## src/rtl/fm_seq_pkg.sv

```systemverilog
package fm_seq_pkg;

    typedef enum logic [2:0] {
        ST_IDLE   = 3'd0,
        ST_RUN    = 3'd1,
        ST_IRETRY = 3'd2,
        ST_IWAIT  = 3'd3,
        ST_DRETRY = 3'd4,
        ST_DWAIT  = 3'd5,
        ST_SWOUT  = 3'd6
    } fm_state_e;

    typedef struct packed {
        fm_state_e st;
        logic      kind;
        logic      susp_pend;
        logic      swack;
    } fm_regs_t;

    localparam int unsigned FM_NPORT = 2;

endpackage

```

## src/rtl/fm_launch_timer.sv

```systemverilog
module fm_launch_timer #(
    parameter int unsigned W = 4
) (
    input  logic         clk,
    input  logic         rst_n,
    input  logic         load_i,
    input  logic [W-1:0] val_i,
    input  logic         dec_i,
    output logic         zero_o
);
    localparam logic [W-1:0] CNT_ZERO = '0;
    localparam logic [W-1:0] CNT_ONE  = {{(W-1){1'b0}}, 1'b1};

    logic [W-1:0] cnt_d, cnt_q;

    always_comb begin
        cnt_d = cnt_q;
        if (load_i)
            cnt_d = val_i;
        else if (dec_i && cnt_q != CNT_ZERO)
            cnt_d = cnt_q - CNT_ONE;
    end

    always_ff @(posedge clk or negedge rst_n) begin
        if (!rst_n) cnt_q <= CNT_ZERO;
        else        cnt_q <= cnt_d;
    end

    assign zero_o = (cnt_q == CNT_ZERO);
endmodule

```

## src/rtl/fm_retry_guard.sv

```systemverilog
module fm_retry_guard (
    input  logic clk,
    input  logic rst_n,
    input  logic retry_i,
    input  logic held_i,
    output logic err_o
);
    logic err_d, err_q;

    always_comb err_d = err_q | (retry_i & ~held_i);

    always_ff @(posedge clk or negedge rst_n) begin
        if (!rst_n) err_q <= 1'b0;
        else        err_q <= err_d;
    end

    assign err_o = err_q;
endmodule

```

## src/rtl/fm_sequencer.sv

```systemverilog
module fm_sequencer
    import fm_seq_pkg::*;
#(
    parameter int unsigned DLY_W = 4
) (
    input  logic             clk,
    input  logic             rst_n,
    input  logic             act_i,
    input  logic [DLY_W-1:0] act_delay_i,
    input  logic             susp_i,
    input  logic             swout_i,
    input  logic             ifault_i,
    input  logic             is_mem_i,
    input  logic             is_pref_i,
    input  logic             is_store_i,
    input  logic             dfault_i,
    input  logic             xfault_i,
    output logic             i_valid_o,
    input  logic             i_accept_i,
    input  logic             i_retry_i,
    input  logic             i_rsp_i,
    output logic             d_valid_o,
    output logic             d_write_o,
    input  logic             d_accept_i,
    input  logic             d_retry_i,
    input  logic             d_rsp_i,
    output logic             irq_chk_o,
    output logic             exec_o,
    output logic             advance_o,
    output logic             adv_fault_o,
    output logic             sw_done_o,
    output logic [2:0]       state_o,
    output logic             proto_err_o
);
    localparam logic [DLY_W-1:0] DLY_NONE = '0;

    fm_regs_t         r_q, r_d;
    logic             tmr_load, tmr_dec, tmr_zero;
    logic [DLY_W-1:0] tmr_val;
    logic             in_flight, susp_eff, adv;

    logic [FM_NPORT-1:0] retry_vec, held_vec, err_vec;

    fm_launch_timer #(.W(DLY_W)) u_timer (
        .clk    (clk),
        .rst_n  (rst_n),
        .load_i (tmr_load),
        .val_i  (tmr_val),
        .dec_i  (tmr_dec),
        .zero_o (tmr_zero)
    );

    assign retry_vec = {d_retry_i, i_retry_i};
    assign held_vec  = {r_q.st == ST_DRETRY, r_q.st == ST_IRETRY};

    for (genvar p = 0; p < FM_NPORT; p++) begin : g_guard
        fm_retry_guard u_guard (
            .clk     (clk),
            .rst_n   (rst_n),
            .retry_i (retry_vec[p]),
            .held_i  (held_vec[p]),
            .err_o   (err_vec[p])
        );
    end

    always_comb begin
        r_d         = r_q;
        r_d.swack   = swout_i;
        tmr_load    = 1'b0;
        tmr_val     = DLY_NONE;
        tmr_dec     = 1'b0;
        i_valid_o   = 1'b0;
        d_valid_o   = 1'b0;
        d_write_o   = (r_q.st == ST_DRETRY) ? r_q.kind : is_store_i;
        irq_chk_o   = 1'b0;
        exec_o      = 1'b0;
        adv         = 1'b0;
        adv_fault_o = 1'b0;

        in_flight = (r_q.st == ST_IRETRY) || (r_q.st == ST_IWAIT) ||
                    (r_q.st == ST_DRETRY) || (r_q.st == ST_DWAIT);
        susp_eff      = r_q.susp_pend | (susp_i & in_flight);
        r_d.susp_pend = susp_eff;

        case (r_q.st)
            ST_IDLE: begin
                if (act_i) begin
                    r_d.st   = ST_RUN;
                    tmr_load = 1'b1;
                    tmr_val  = act_delay_i;
                end
            end
            ST_RUN: begin
                if (swout_i) begin
                    r_d.st = ST_SWOUT;
                end else if (susp_i) begin
                    r_d.st = ST_IDLE;
                end else if (!tmr_zero) begin
                    tmr_dec = 1'b1;
                end else begin
                    irq_chk_o = 1'b1;
                    if (ifault_i) begin
                        adv         = 1'b1;
                        adv_fault_o = 1'b1;
                    end else begin
                        i_valid_o = 1'b1;
                        r_d.st    = i_accept_i ? ST_IWAIT : ST_IRETRY;
                    end
                end
            end
            ST_IRETRY: begin
                if (i_retry_i) begin
                    i_valid_o = 1'b1;
                    if (i_accept_i) r_d.st = ST_IWAIT;
                end
            end
            ST_IWAIT: begin
                if (i_rsp_i) begin
                    if (is_mem_i && !is_pref_i) begin
                        if (dfault_i) begin
                            adv         = 1'b1;
                            adv_fault_o = 1'b1;
                        end else begin
                            d_valid_o = 1'b1;
                            r_d.kind  = is_store_i;
                            r_d.st    = d_accept_i ? ST_DWAIT : ST_DRETRY;
                        end
                    end else begin
                        exec_o      = 1'b1;
                        adv         = 1'b1;
                        adv_fault_o = xfault_i;
                    end
                end
            end
            ST_DRETRY: begin
                if (d_retry_i) begin
                    d_valid_o = 1'b1;
                    if (d_accept_i) r_d.st = ST_DWAIT;
                end
            end
            ST_DWAIT: begin
                if (d_rsp_i) begin
                    exec_o      = 1'b1;
                    adv         = 1'b1;
                    adv_fault_o = xfault_i;
                end
            end
            default: ;
        endcase

        if (adv) begin
            r_d.st        = susp_eff ? ST_IDLE : ST_RUN;
            r_d.susp_pend = 1'b0;
            tmr_load      = 1'b1;
            tmr_val       = DLY_NONE;
        end
    end

    always_ff @(posedge clk or negedge rst_n) begin
        if (!rst_n) begin
            r_q.st        <= ST_IDLE;
            r_q.kind      <= 1'b0;
            r_q.susp_pend <= 1'b0;
            r_q.swack     <= 1'b0;
        end else begin
            r_q <= r_d;
        end
    end

    assign advance_o   = adv;
    assign sw_done_o   = r_q.swack;
    assign state_o     = r_q.st;
    assign proto_err_o = |err_vec;
endmodule

```

## config.mk

```make
export PLATFORM = sky130hd
export DESIGN_NAME = fm_sequencer
export DESIGN_NICKNAME = d
export VERILOG_FILES = /design/src/rtl/fm_seq_pkg.sv /design/src/rtl/fm_launch_timer.sv /design/src/rtl/fm_retry_guard.sv /design/src/rtl/fm_sequencer.sv
export SDC_FILE = /design/constraint.sdc
export NUM_CORES = 1
export LEC_CHECK = 0
export ABC_AREA = 1
export ABC_CLOCK_PERIOD_IN_PS = 2300
export BUFFER_PORTS_ARGS = -buffer_cell sky130_fd_sc_hd__buf_2
export CAP_MARGIN = 10
export CORE_MARGIN = 2
export CORE_UTILIZATION = 24
export CTS_CLUSTER_SIZE = 24
export DETAILED_ROUTE_END_ITERATION = 7
export HOLD_SLACK_MARGIN = 0.12
export PLACE_DENSITY = 0.48
export SKIP_CTS_REPAIR_TIMING = 1
export SYNTH_ARGS = -nofsm -noshare
export SYNTH_HDL_FRONTEND = slang
export SYNTH_SLANG_ARGS = --single-unit
export TNS_END_PERCENT = 100
```

## constraint.sdc

```tcl
create_clock -name clk -period 2.3 [get_ports clk]
set_input_delay 0.115 -clock clk [delete_from_list [all_inputs] [get_ports clk]]
set_output_delay 0.115 -clock clk [all_outputs]
set_load 0.02 [all_outputs]
```

==> results of run 1 <==
==> sequential cells by signal (all words and copies together), names as in the netlist <==
register,flops
u_timer.cnt_q,4
state_o,3
r_q,2
sw_done_o,1
g_guard.u_guard.err_o,2
==> final cells by class <==
| type | instances | share of cell area |
|---|---|---|
| well taps | 48 | 0.0489 |
| clock buffers | 4 | 0.0448 |
| inverters | 27 | 0.0835 |
| multi-input cells | 106 | 0.432 |
| flip-flops and latches | 12 | 0.244 |
| repair buffers | 34 | 0.147 |
==> path summary, 6_finish.rpt <==
check | from | slack (ns) | endpoint
worst max-delay path | swout_i | 0.52 | advance_o
worst min-delay path | d_retry_i | 0.12 | g_guard[1].u_guard.err_o
worst max register to register | state_o[2] | 0.78 | u_timer.cnt_q[3]
worst min register to register | g_guard[1].u_guard.err_o | 0.45 | g_guard[1].u_guard.err_o
max in group asynchronous | rst_n | 1.80 | u_timer.cnt_q[0]
min in group asynchronous | rst_n | 0.28 | g_guard[1].u_guard.err_o
==> worst reg2reg max path, delay by kind of cell, from the launching register on <==
| kind | cells | cell delay, ns |
|---|---|---|
| compound gates | 1 | 0.09 |
| flops | 1 | 0.47 |
| buf+inv | 2 | 0.25 |
| simple gates | 5 | 0.61 |
==> routing by layer <==
metal,GRT usage,part of all wire
met1,0.145,0.50
met4,0.00765,0
met2,0.167,0.43
met5,0,0
met3,0.0405,0.071
==> cell usage in the layout, fill, tap and decap left out <==
| master | instances |
|---|---|
| nand2_1 | 48 |
| clkinv_2 | 1 |
| ha_1 | 2 |
| nor2_1 | 15 |
| nand3_4 | 1 |
| xnor2_1 | 1 |
| a21oi_1 | 6 |
| inv_1 | 23 |
| a31oi_1 | 1 |
| inv_2 | 3 |
| nand4_1 | 2 |
| dfrtp_1 | 12 |
| xor2_1 | 1 |
| o21bai_1 | 1 |
| nand3_2 | 1 |
| nor3_2 | 1 |
| nand2_4 | 1 |
| buf_2 | 32 |
| nand4_2 | 1 |
| nand2_2 | 1 |
| nor2_2 | 2 |
| o21ai_0 | 7 |
| clkbuf_8 | 4 |
| nand3_1 | 9 |
| nor2_4 | 1 |
| o22ai_1 | 1 |
| o211ai_1 | 1 |
| o21ai_1 | 2 |
| dlygate4sd3_1 | 2 |
==> per-stage QoR <==
stage          instances  total power (µW)  worst slack [ns]  instance area, µm²   util
5_1_grt              231              1490             0.392                1230  0.328
4_1_cts              229              1360             0.546                1210  0.323
3_5_place_dp         225              1130             0.780                1150  0.308
2_1_floorplan        148               957             0.877                 956      -
3_3_place_gp         225              1140             0.769                1150  0.308
6_report             231              1350             0.519                1230  0.328
==> cell families (layout without fill, tap and decap cells) <==
group,after synthesis,in the layout,synth area share
AND/OR/NAND/NOR,83,83,0.403
adder cells (fa/ha/maj),2,2,0.0262
AO/OA/AOI/OAI,19,19,0.107
flip-flops,12,12,0.314
XOR/XNOR,2,2,0.0183
buffers and inverters,30,65,0.131
==> power by group <==
group / switching, µW / internal (µW) / leakage, µW
Sequential: 89.6 / 286 / 0.000141
Combinational: 475 / 266 / 0.000528
Clock: 78.0 / 151 / 0.0000288
==> flow_summary.rst, run 1 <==
.. list-table::
   :header-rows: 1

   * - Metric
     - Value
   * - Number of antenna violations at the first check in global routing
     - 0
   * - Starting utilization of the core area
     - 0.255
   * - Critical path's slowest cell
     - dlygate4sd3_1
   * - Number of clock sinks
     - 12
   * - First-pass GRT wire length
     - between 3 and 4 mm
   * - Post-synth ARST share
     - 1.00
   * - Sum of overflow across all layers after global routing
     - 0
   * - R2r worst-path depth
     - 8
   * - Number of distinct library cells after synthesis
     - 27
   * - H-Tree Level Count
     - 1
   * - Post-Synthesis Net Count
     - ~170
   * - Clock-pin slew of the registers on the worst-case setup and hold paths
     - 0.06 ns
   * - Clock insertion delay at the later pin of the skew report
     - between 0.2 and 0.25 ns
   * - Vias
     - roughly 960
   * - Diode insertion count for antenna repair
     - 0
   * - Die width
     - between 60 and 70 µm
   * - Cell Rows
     - 22
   * - Syn avg cell area
     - about 6.5 µm²
   * - Minimum period implied by the final worst setup slack
     - between 1.5 and 2 ns
   * - Pin count of the biggest net entering global routing
     - 13
   * - Power per standard cell area
     - ~1100 nW/µm²
   * - Count of flip-flops with a built-in enable after synthesis
     - 0
   * - Yosys warning total
     - 0
   * - Final period util
     - 0.774
   * - Clock tree from TritonCTS
     - yes
   * - Die Y-Extent
     - about 67 µm
   * - Flip-flop and latch count after synthesis
     - 12
   * - Max_cap viols
     - 0
   * - Clock tree root buffer cell
     - clkbuf_8
   * - Most frequently used cell type in the post-synthesis netlist
     - nand2_1
   * - Routability congestion estimate from global placement
     - 0.782
   * - Critical Setup Path Class
     - in -> out
   * - Static Leak
     - roughly 0.0007 µW
   * - HP Class
     - in -> reg
   * - Total die area
     - ~4500 µm²
   * - Portion of synthesized cell area occupied by the leading cell type
     - 0.314
   * - Number of failing setup endpoints in the final timing report
     - 0
   * - Capturing element type of the critical path
     - output pin
   * - Setup skew after layout
     - between 0.005 and 0.006 ns
   * - Number of ports placed on the die boundary
     - 33
   * - Total Negative Setup Slacks
     - 0 ns
   * - Via-to-Cell Ratio
     - between 4 and 5
   * - GR Util All Layers
     - 0.107
   * - Max_slew headroom
     - 0.810
   * - Number of nets in the layout
     - 207
   * - Footprint of the multi-input gates
     - around 530 µm²
   * - Remaining antenna violation count after routing
     - 0
   * - Worst-path maximum fanout
     - 9
   * - Placeable Area
     - 3740 µm²
   * - Worst supply voltage drop on vdd
     - about 0.55 mV
   * - WL final
     - 2.32 mm
   * - Most repeated library cell on the critical path
     - buf_2
   * - Number of pins with negative max-slew slack in the final report
     - 0
   * - Buf+Inv Stages, Crit Path
     - 4
   * - Depth of the worst hold-timing path
     - 3
   * - Iteration-0 DRC count of the detailed router
     - between 50 and 60
   * - Endpoints failing hold
     - 0
   * - Cell Area, Synth
     - about 960 µm²
   * - Required time of the critical path
     - between 2 and 2.5 ns
   * - Total area of sequential cells
     - about 300 µm²
   * - Routed length per instance
     - approximately 10 µm
   * - Most frequent cells after synthesis
     - nand2_1, inv_1, nor2_1
   * - Proportion of layout cells with a drive suffix above 1
     - 0.268
   * - Crit path largest cell delay
     - 0.54 ns
   * - Maximum root-to-sink buffer count
     - 2
   * - Launching element type of the critical path
     - input pin
   * - Worst path cell trace
     - dlygate4sd3_1 -> buf_2 -> nor2_1 -> inv_1 -> nor2_4 -> nand3_4 -> nand2_4 -> buf_2
   * - DR pass1 iterations
     - 2
   * - Maximum clock frequency
     - 0.561 GHz
   * - Status
     - complete, no violations
   * - Arrival time of data at the critical path endpoint
     - about 1.7 ns
   * - Library cell with the largest summed area after synthesis
     - dfrtp_1
   * - Most used flip-flop cell after synthesis
     - dfrtp_1
   * - Vias in the first global route
     - 819
   * - Path length in cells of the critical path
     - 8
   * - Filler Cell Count
     - 431
   * - Inserted Clock Buffers
     - 3
   * - Sequential fraction of the synthesis area
     - 0.314
   * - Area growth syn-to-layout
     - 28.5%
   * - Number of remaining DRC errors
     - 0
   * - Area contributors post-synth
     - dfrtp_1, nand2_1, inv_1, nor2_1, nand3_1
   * - Number of I/O port buffers
     - 32
   * - Final HPWL DP
     - 1.95 mm
   * - RSZ-0062 raised after global routing
     - no
   * - Category of cells accounting for the largest share of critical-path delay
     - buffers and inverters
   * - Number of instances in the synthesized netlist
     - about 150
   * - Actual transition at the worst max-transition pin
     - 0.285 ns
   * - Worst hold slack across all endpoints
     - between 0.1 and 0.15 ns
Note: power is estimated with default switching activity, not from simulation.
==> run 2, diff against run 1 <==
--- a/config.mk
+++ b/config.mk
@@ -6,7 +6,7 @@
 export NUM_CORES = 1
 export LEC_CHECK = 0
 export ABC_AREA = 1
-export ABC_CLOCK_PERIOD_IN_PS = 2300
+export ABC_CLOCK_PERIOD_IN_PS = 1800
 export BUFFER_PORTS_ARGS = -buffer_cell sky130_fd_sc_hd__buf_2
 export CAP_MARGIN = 10
 export CORE_MARGIN = 2
==> constraint.sdc (replaced) <==
create_clock -name clk -period 1.8 [get_ports clk]
set_input_delay 0.09 -clock clk [delete_from_list [all_inputs] [get_ports clk]]
set_output_delay 0.09 -clock clk [all_outputs]
set_load 0.02 [all_outputs]
==> flow_summary.rst, run 2 (synthesis results as in run 1) <==
.. list-table::
   :header-rows: 1

   * - Metric
     - Value
   * - Status
     - complete, no violations
   * - Launching element type of the critical path
     - input pin
   * - Number of standard cells in the layout, taps in and fillers out
     - around 230
   * - Net switching component of the power
     - approximately 830 µW
   * - Clock tree from TritonCTS
     - yes
   * - Commonest cells after routing, fill and taps aside
     - nand2_1, buf_2, inv_1
   * - Iteration-0 DRC count of the detailed router
     - 26
   * - Number of remaining DRC errors
     - 0
   * - H-Tree Level Count
     - 1
   * - Vias
     - ~1000
   * - Remaining antenna violation count after routing
     - 0
   * - HP Class
     - in -> reg
   * - WL final
     - ~2.4 mm
   * - Minimum period implied by the final worst setup slack
     - approximately 1.7 ns
   * - Inserted Clock Buffers
     - 3
   * - GR Util All Layers
     - 0.120
   * - Layer with the highest usage
     - met2
   * - Final HPWL DP
     - 2.02 mm
   * - Diode insertion count for antenna repair
     - 0
   * - Arrival time of data at the critical path endpoint
     - 1.58 ns
   * - Clock insertion delay at the later pin of the skew report
     - roughly 0.23 ns
   * - Placeable Area
     - between 3000 and 4000 µm²
   * - Sw Share
     - 0.485
   * - Instance area at placement
     - ~1200 µm²
   * - Fin area
     - between 1000 and 1500 µm²
   * - Routability congestion estimate from global placement
     - just over 0.8
   * - First-pass GRT wire length
     - a little over 4 mm
   * - Vias in the first global route
     - between 800 and 900
   * - Proportion of layout cells with a drive suffix above 1
     - 0.277
   * - Worst supply voltage drop on vdd
     - 0.531 mV
   * - Clock tree root buffer cell
     - clkbuf_8
   * - Max_slew headroom
     - 0.811
   * - Die width
     - approximately 67 µm
   * - Max_cap viols
     - 0
   * - Actual transition at the worst max-transition pin
     - 0.282 ns
   * - Die Y-Extent
     - between 60 and 70 µm
   * - Starting utilization of the core area
     - 0.255
   * - Endpoints failing hold
     - 0
   * - Power per standard cell area
     - about 1400 nW/µm²
   * - Number of clock sinks
     - 12
   * - Worst-path maximum fanout
     - 9
   * - Maximum root-to-sink buffer count
     - 2
   * - Post-route total power
     - 1710 µW
   * - Number of nets in the layout
     - around 210
   * - Sequential share of power
     - 0.267
   * - Critical Setup Path Class
     - in -> out
   * - Area growth syn-to-layout
     - 29.5%
   * - Total die area
     - approximately 4500 µm²
   * - Routed length per instance
     - between 10 and 15 µm
   * - Number of pins with negative max-slew slack in the final report
     - 0
   * - Number of failing setup endpoints in the final timing report
     - 0
   * - Required time of the critical path
     - ~1.7 ns
   * - Total Negative Setup Slacks
     - 0 ns
   * - Pin count of the biggest net entering global routing
     - 13
   * - M3 GR Usage
     - 0.0321
   * - Count of placed standard cells including taps
     - roughly 230
   * - Setup skew after layout
     - roughly 0.0013 ns
   * - DR pass1 iterations
     - 4
   * - Maximum clock frequency
     - 0.598 GHz
   * - Cell Rows
     - 22
   * - Clk network pwr share
     - 0.139
   * - Static Leak
     - 0.000702 µW
   * - Clock-pin slew of the registers on the worst-case setup and hold paths
     - around 0.050 ns
   * - Most frequent standard cell in the layout excluding fill and tap cells
     - nand2_1
   * - Final period util
     - 0.929
   * - Internal portion of total power
     - 881 µW
   * - Gate power share
     - 0.593
   * - Register with the most flip-flops
     - u_timer.cnt_q
   * - Number of I/O port buffers
     - 32
   * - Capturing element type of the critical path
     - output pin
   * - Number of ports placed on the die boundary
     - 33
   * - Met2 Usage GRT
     - 0.194
   * - Number of antenna violations at the first check in global routing
     - 0
   * - RSZ-0062 raised after global routing
     - no
   * - Number of flip-flops under the largest register name
     - 4
   * - M1 GR Usage
     - 0.161
   * - Sum of overflow across all layers after global routing
     - 0
   * - Via-to-Cell Ratio
     - between 4 and 5
==> run 2: cell count changes in the layout (fill, tap and decap cells not counted) <==
cell / change
buf_4: +2
clkbuf_8: -1
nor2_1: -1
nor2_4: +1
==> run 2: worst max-delay path: stages <==
cell           delay [ns]
dlygate4sd3_1        0.53
buf_2                0.14
nor2_1               0.13
inv_1                0.09
nor2_4               0.17
nand3_4              0.11
nand2_4              0.14
buf_2                0.18
==> run 2: area by class of cell <==
class,instances,area (µm²)
clock buffers,3,41.3
fillers,447,2510
inverters,27,103
multi-input cells,106,538
flip-flops and latches,12,300
well taps,48,60.1
repair buffers,36,195
==> run 2: stage by stage <==
step,hold slack [ns],setup WS (ns),utilization
2_1_floorplan,-0.206,0.385,-
3_3_place_gp,-0.00559,0.262,0.312
3_5_place_dp,-0.00869,0.276,0.312
4_1_cts,-0.263,0.0490,0.323
5_1_grt,0.136,0.0145,0.331
6_report,0.0972,0.127,0.331
==> run 2: final timing paths <==
path | startpoint | depth (start not counted) | slack, ns | end
max in group asynchronous | rst_n | 2 | 1.29 | u_timer.cnt_q[3]
worst max-delay path | swout_i | 8 | 0.13 | advance_o
worst min-delay path | d_retry_i | 3 | 0.1 | g_guard[1].u_guard.err_o
worst max register to register | state_o[0] | 8 | 0.33 | state_o[1]
worst min register to register | g_guard[1].u_guard.err_o | 2 | 0.45 | g_guard[1].u_guard.err_o
min in group asynchronous | rst_n | 2 | 0.29 | r_q[2]
==> run 2: routing by layer <==
metal  vias to the layer above  share of wire
met5                         -              0
li1                        529              -
met2                        27           0.47
met1                       434           0.48
met3                         0          0.053
met4                         0              0
==> run 2: power groups by stage <==
stage / logic (µW) / clock network (µW) / registers (µW)
after floorplan: 770 / 0 / 453
after global placement: 1020 / 0 / 455
after detailed placement: 1010 / 0 / 459
after CTS: 1010 / 250 / 454
after global routing: 1170 / 271 / 474
final: 1010 / 238 / 457
==> run 3, diff against run 2 <==
--- a/config.mk
+++ b/config.mk
@@ -6,7 +6,7 @@
 export NUM_CORES = 1
 export LEC_CHECK = 0
 export ABC_AREA = 1
-export ABC_CLOCK_PERIOD_IN_PS = 1800
+export ABC_CLOCK_PERIOD_IN_PS = 2100
 export BUFFER_PORTS_ARGS = -buffer_cell sky130_fd_sc_hd__buf_2
 export CAP_MARGIN = 10
 export CORE_MARGIN = 2
==> constraint.sdc (replaced) <==
create_clock -name clk -period 2.1 [get_ports clk]
set_input_delay 0.105 -clock clk [delete_from_list [all_inputs] [get_ports clk]]
set_output_delay 0.105 -clock clk [all_outputs]
set_load 0.02 [all_outputs]
==> flow_summary.rst, run 3 (synthesis results as in run 1) <==
.. list-table::
   :header-rows: 1

   * - Metric
     - Value
   * - Minimum period implied by the final worst setup slack
     - 1.74 ns
   * - Max_slew headroom
     - 0.812
   * - Proportion of layout cells with a drive suffix above 1
     - 0.272
   * - Total Negative Setup Slacks
     - 0 ns
   * - Static Leak
     - ~0.00070 µW
   * - Register with the most flip-flops
     - u_timer.cnt_q
   * - Actual transition at the worst max-transition pin
     - 0.282 ns
   * - Clock-pin slew of the registers on the worst-case setup and hold paths
     - roughly 0.05 ns
   * - Clock insertion delay at the later pin of the skew report
     - roughly 0.24 ns
   * - WL final
     - 2.37 mm
   * - Worst-path maximum fanout
     - 9
   * - Max_cap viols
     - 0
   * - Number of flip-flops under the largest register name
     - 4
   * - Commonest cells after routing, fill and taps aside
     - nand2_1, buf_2, inv_1
   * - Clk network pwr share
     - 0.168
   * - Post-route total power
     - 1480 µW
   * - Diode insertion count for antenna repair
     - 0
   * - Gate power share
     - 0.559
   * - Critical Setup Path Class
     - reg -> out
   * - Routability congestion estimate from global placement
     - between 0.7 and 0.8
   * - Number of pins with negative max-slew slack in the final report
     - 0
   * - Sw Share
     - 0.473
   * - Maximum clock frequency
     - 0.575 GHz
   * - Inserted Clock Buffers
     - 3
   * - Number of ports placed on the die boundary
     - 33
   * - RSZ-0062 raised after global routing
     - no
   * - Setup skew after layout
     - just over 0.003 ns
   * - Final HPWL DP
     - roughly 2.0 mm
   * - Vias in the first global route
     - 860
   * - Status
     - complete, no violations
   * - Sequential share of power
     - 0.272
   * - Arrival time of data at the critical path endpoint
     - approximately 1.6 ns
   * - Worst supply voltage drop on vdd
     - roughly 0.46 mV
   * - Iteration-0 DRC count of the detailed router
     - 47
   * - Routed length per instance
     - a little over 10 µm
   * - Pin count of the biggest net entering global routing
     - 13
   * - Required time of the critical path
     - ~2.0 ns
   * - Number of failing setup endpoints in the final timing report
     - 0
   * - Sum of overflow across all layers after global routing
     - 0
   * - Total die area
     - roughly 4500 µm²
   * - First-pass GRT wire length
     - between 3 and 4 mm
   * - Final period util
     - 0.828
   * - Number of clock sinks
     - 12
   * - Most frequent standard cell in the layout excluding fill and tap cells
     - nand2_1
   * - Placeable Area
     - roughly 3700 µm²
   * - Net switching component of the power
     - roughly 700 µW
   * - Remaining antenna violation count after routing
     - 0
   * - Number of antenna violations at the first check in global routing
     - 0
   * - Launching element type of the critical path
     - flip-flop
   * - Capturing element type of the critical path
     - output pin
   * - Die width
     - approximately 67 µm
   * - Cell Rows
     - 22
   * - Clock tree root buffer cell
     - clkbuf_8
   * - Via-to-Cell Ratio
     - around 4.2
   * - Endpoints failing hold
     - 0
   * - Clock tree from TritonCTS
     - yes
   * - Power per standard cell area
     - ~1200 nW/µm²
   * - Maximum root-to-sink buffer count
     - 2
   * - Vias
     - between 900 and 1000
   * - Internal portion of total power
     - between 700 and 800 µW
   * - Starting utilization of the core area
     - 0.255
   * - Number of remaining DRC errors
     - 0
   * - Die Y-Extent
     - approximately 67 µm
   * - Area growth syn-to-layout
     - 29.3%
   * - H-Tree Level Count
     - 1
   * - Number of I/O port buffers
     - 32
   * - Number of nets in the layout
     - around 210
   * - GR Util All Layers
     - 0.112
   * - DR pass1 iterations
     - 4
   * - HP Class
     - in -> reg
-- run 3: changes by cell type in the layout (fill, tap and decap cells not counted) --
cell,previous run,this run
nor2_1,14,15
buf_4,2,1
clkbuf_8,3,4
nor2_4,2,1
-- run 3: power groups by stage --
stage	Clock (µW)	Combinational, µW	Sequential [µW]
global route	269	965	414
floorplan	0	660	388
global placement	0	849	408
detailed placement	0	840	407
CTS	258	840	405
finish	249	828	403
-- run 3: area by class of cell --
type,instances,area [µm²]
Sequential cell,12,300
Clock buffer,4,55.1
Timing Repair Buffer,35,188
Multi-Input combinational cell,106,531
Inverter,27,103
Tap cell,48,60.1
Fill cell,438,2510
-- run 3: path summary, 6_finish.rpt --
check / startpoint / end / slack, ns / depth (start not counted)
max: u_timer.cnt_q[0] / advance_o / 0.36 / 7
min reg2reg: g_guard[1].u_guard.err_o / g_guard[1].u_guard.err_o / 0.45 / 2
max in group asynchronous: rst_n / u_timer.cnt_q[0] / 1.60 / 2
min: d_retry_i / g_guard[1].u_guard.err_o / 0.11 / 3
max reg2reg: u_timer.cnt_q[0] / state_o[2] / 0.58 / 10
min in group asynchronous: rst_n / state_o[1] / 0.28 / 2
-- run 3: per-stage QoR --
step | area (µm²) | util | worst slack [ns] | instances | hold WS [ns]
after floorplan | 956 | - | 0.685 | 148 | -0.191
after global placement | 1160 | 0.310 | 0.560 | 226 | -0.0000248
after detailed placement | 1160 | 0.310 | 0.560 | 226 | 0.00262
after CTS | 1220 | 0.325 | 0.325 | 230 | -0.256
after global routing | 1240 | 0.330 | 0.215 | 232 | 0.141
final | 1240 | 0.330 | 0.361 | 232 | 0.112
-- run 3: critical path, stage by stage (launching register included) --
cell and delay, ns:
dfrtp_1 0.39, inv_1 0.10, ha_1 0.17, nand2_1 0.07
nor2_1 0.21, nand3_4 0.12, nand2_4 0.14, buf_2 0.18
-- run 3: per-layer routing --
layer,track usage,share of wire,vias to the layer above
met4,0.0153,0,0
met3,0.0355,0.058,0
li1,-,-,531
met1,0.143,0.49,407
met2,0.187,0.45,25
met5,0,0,-
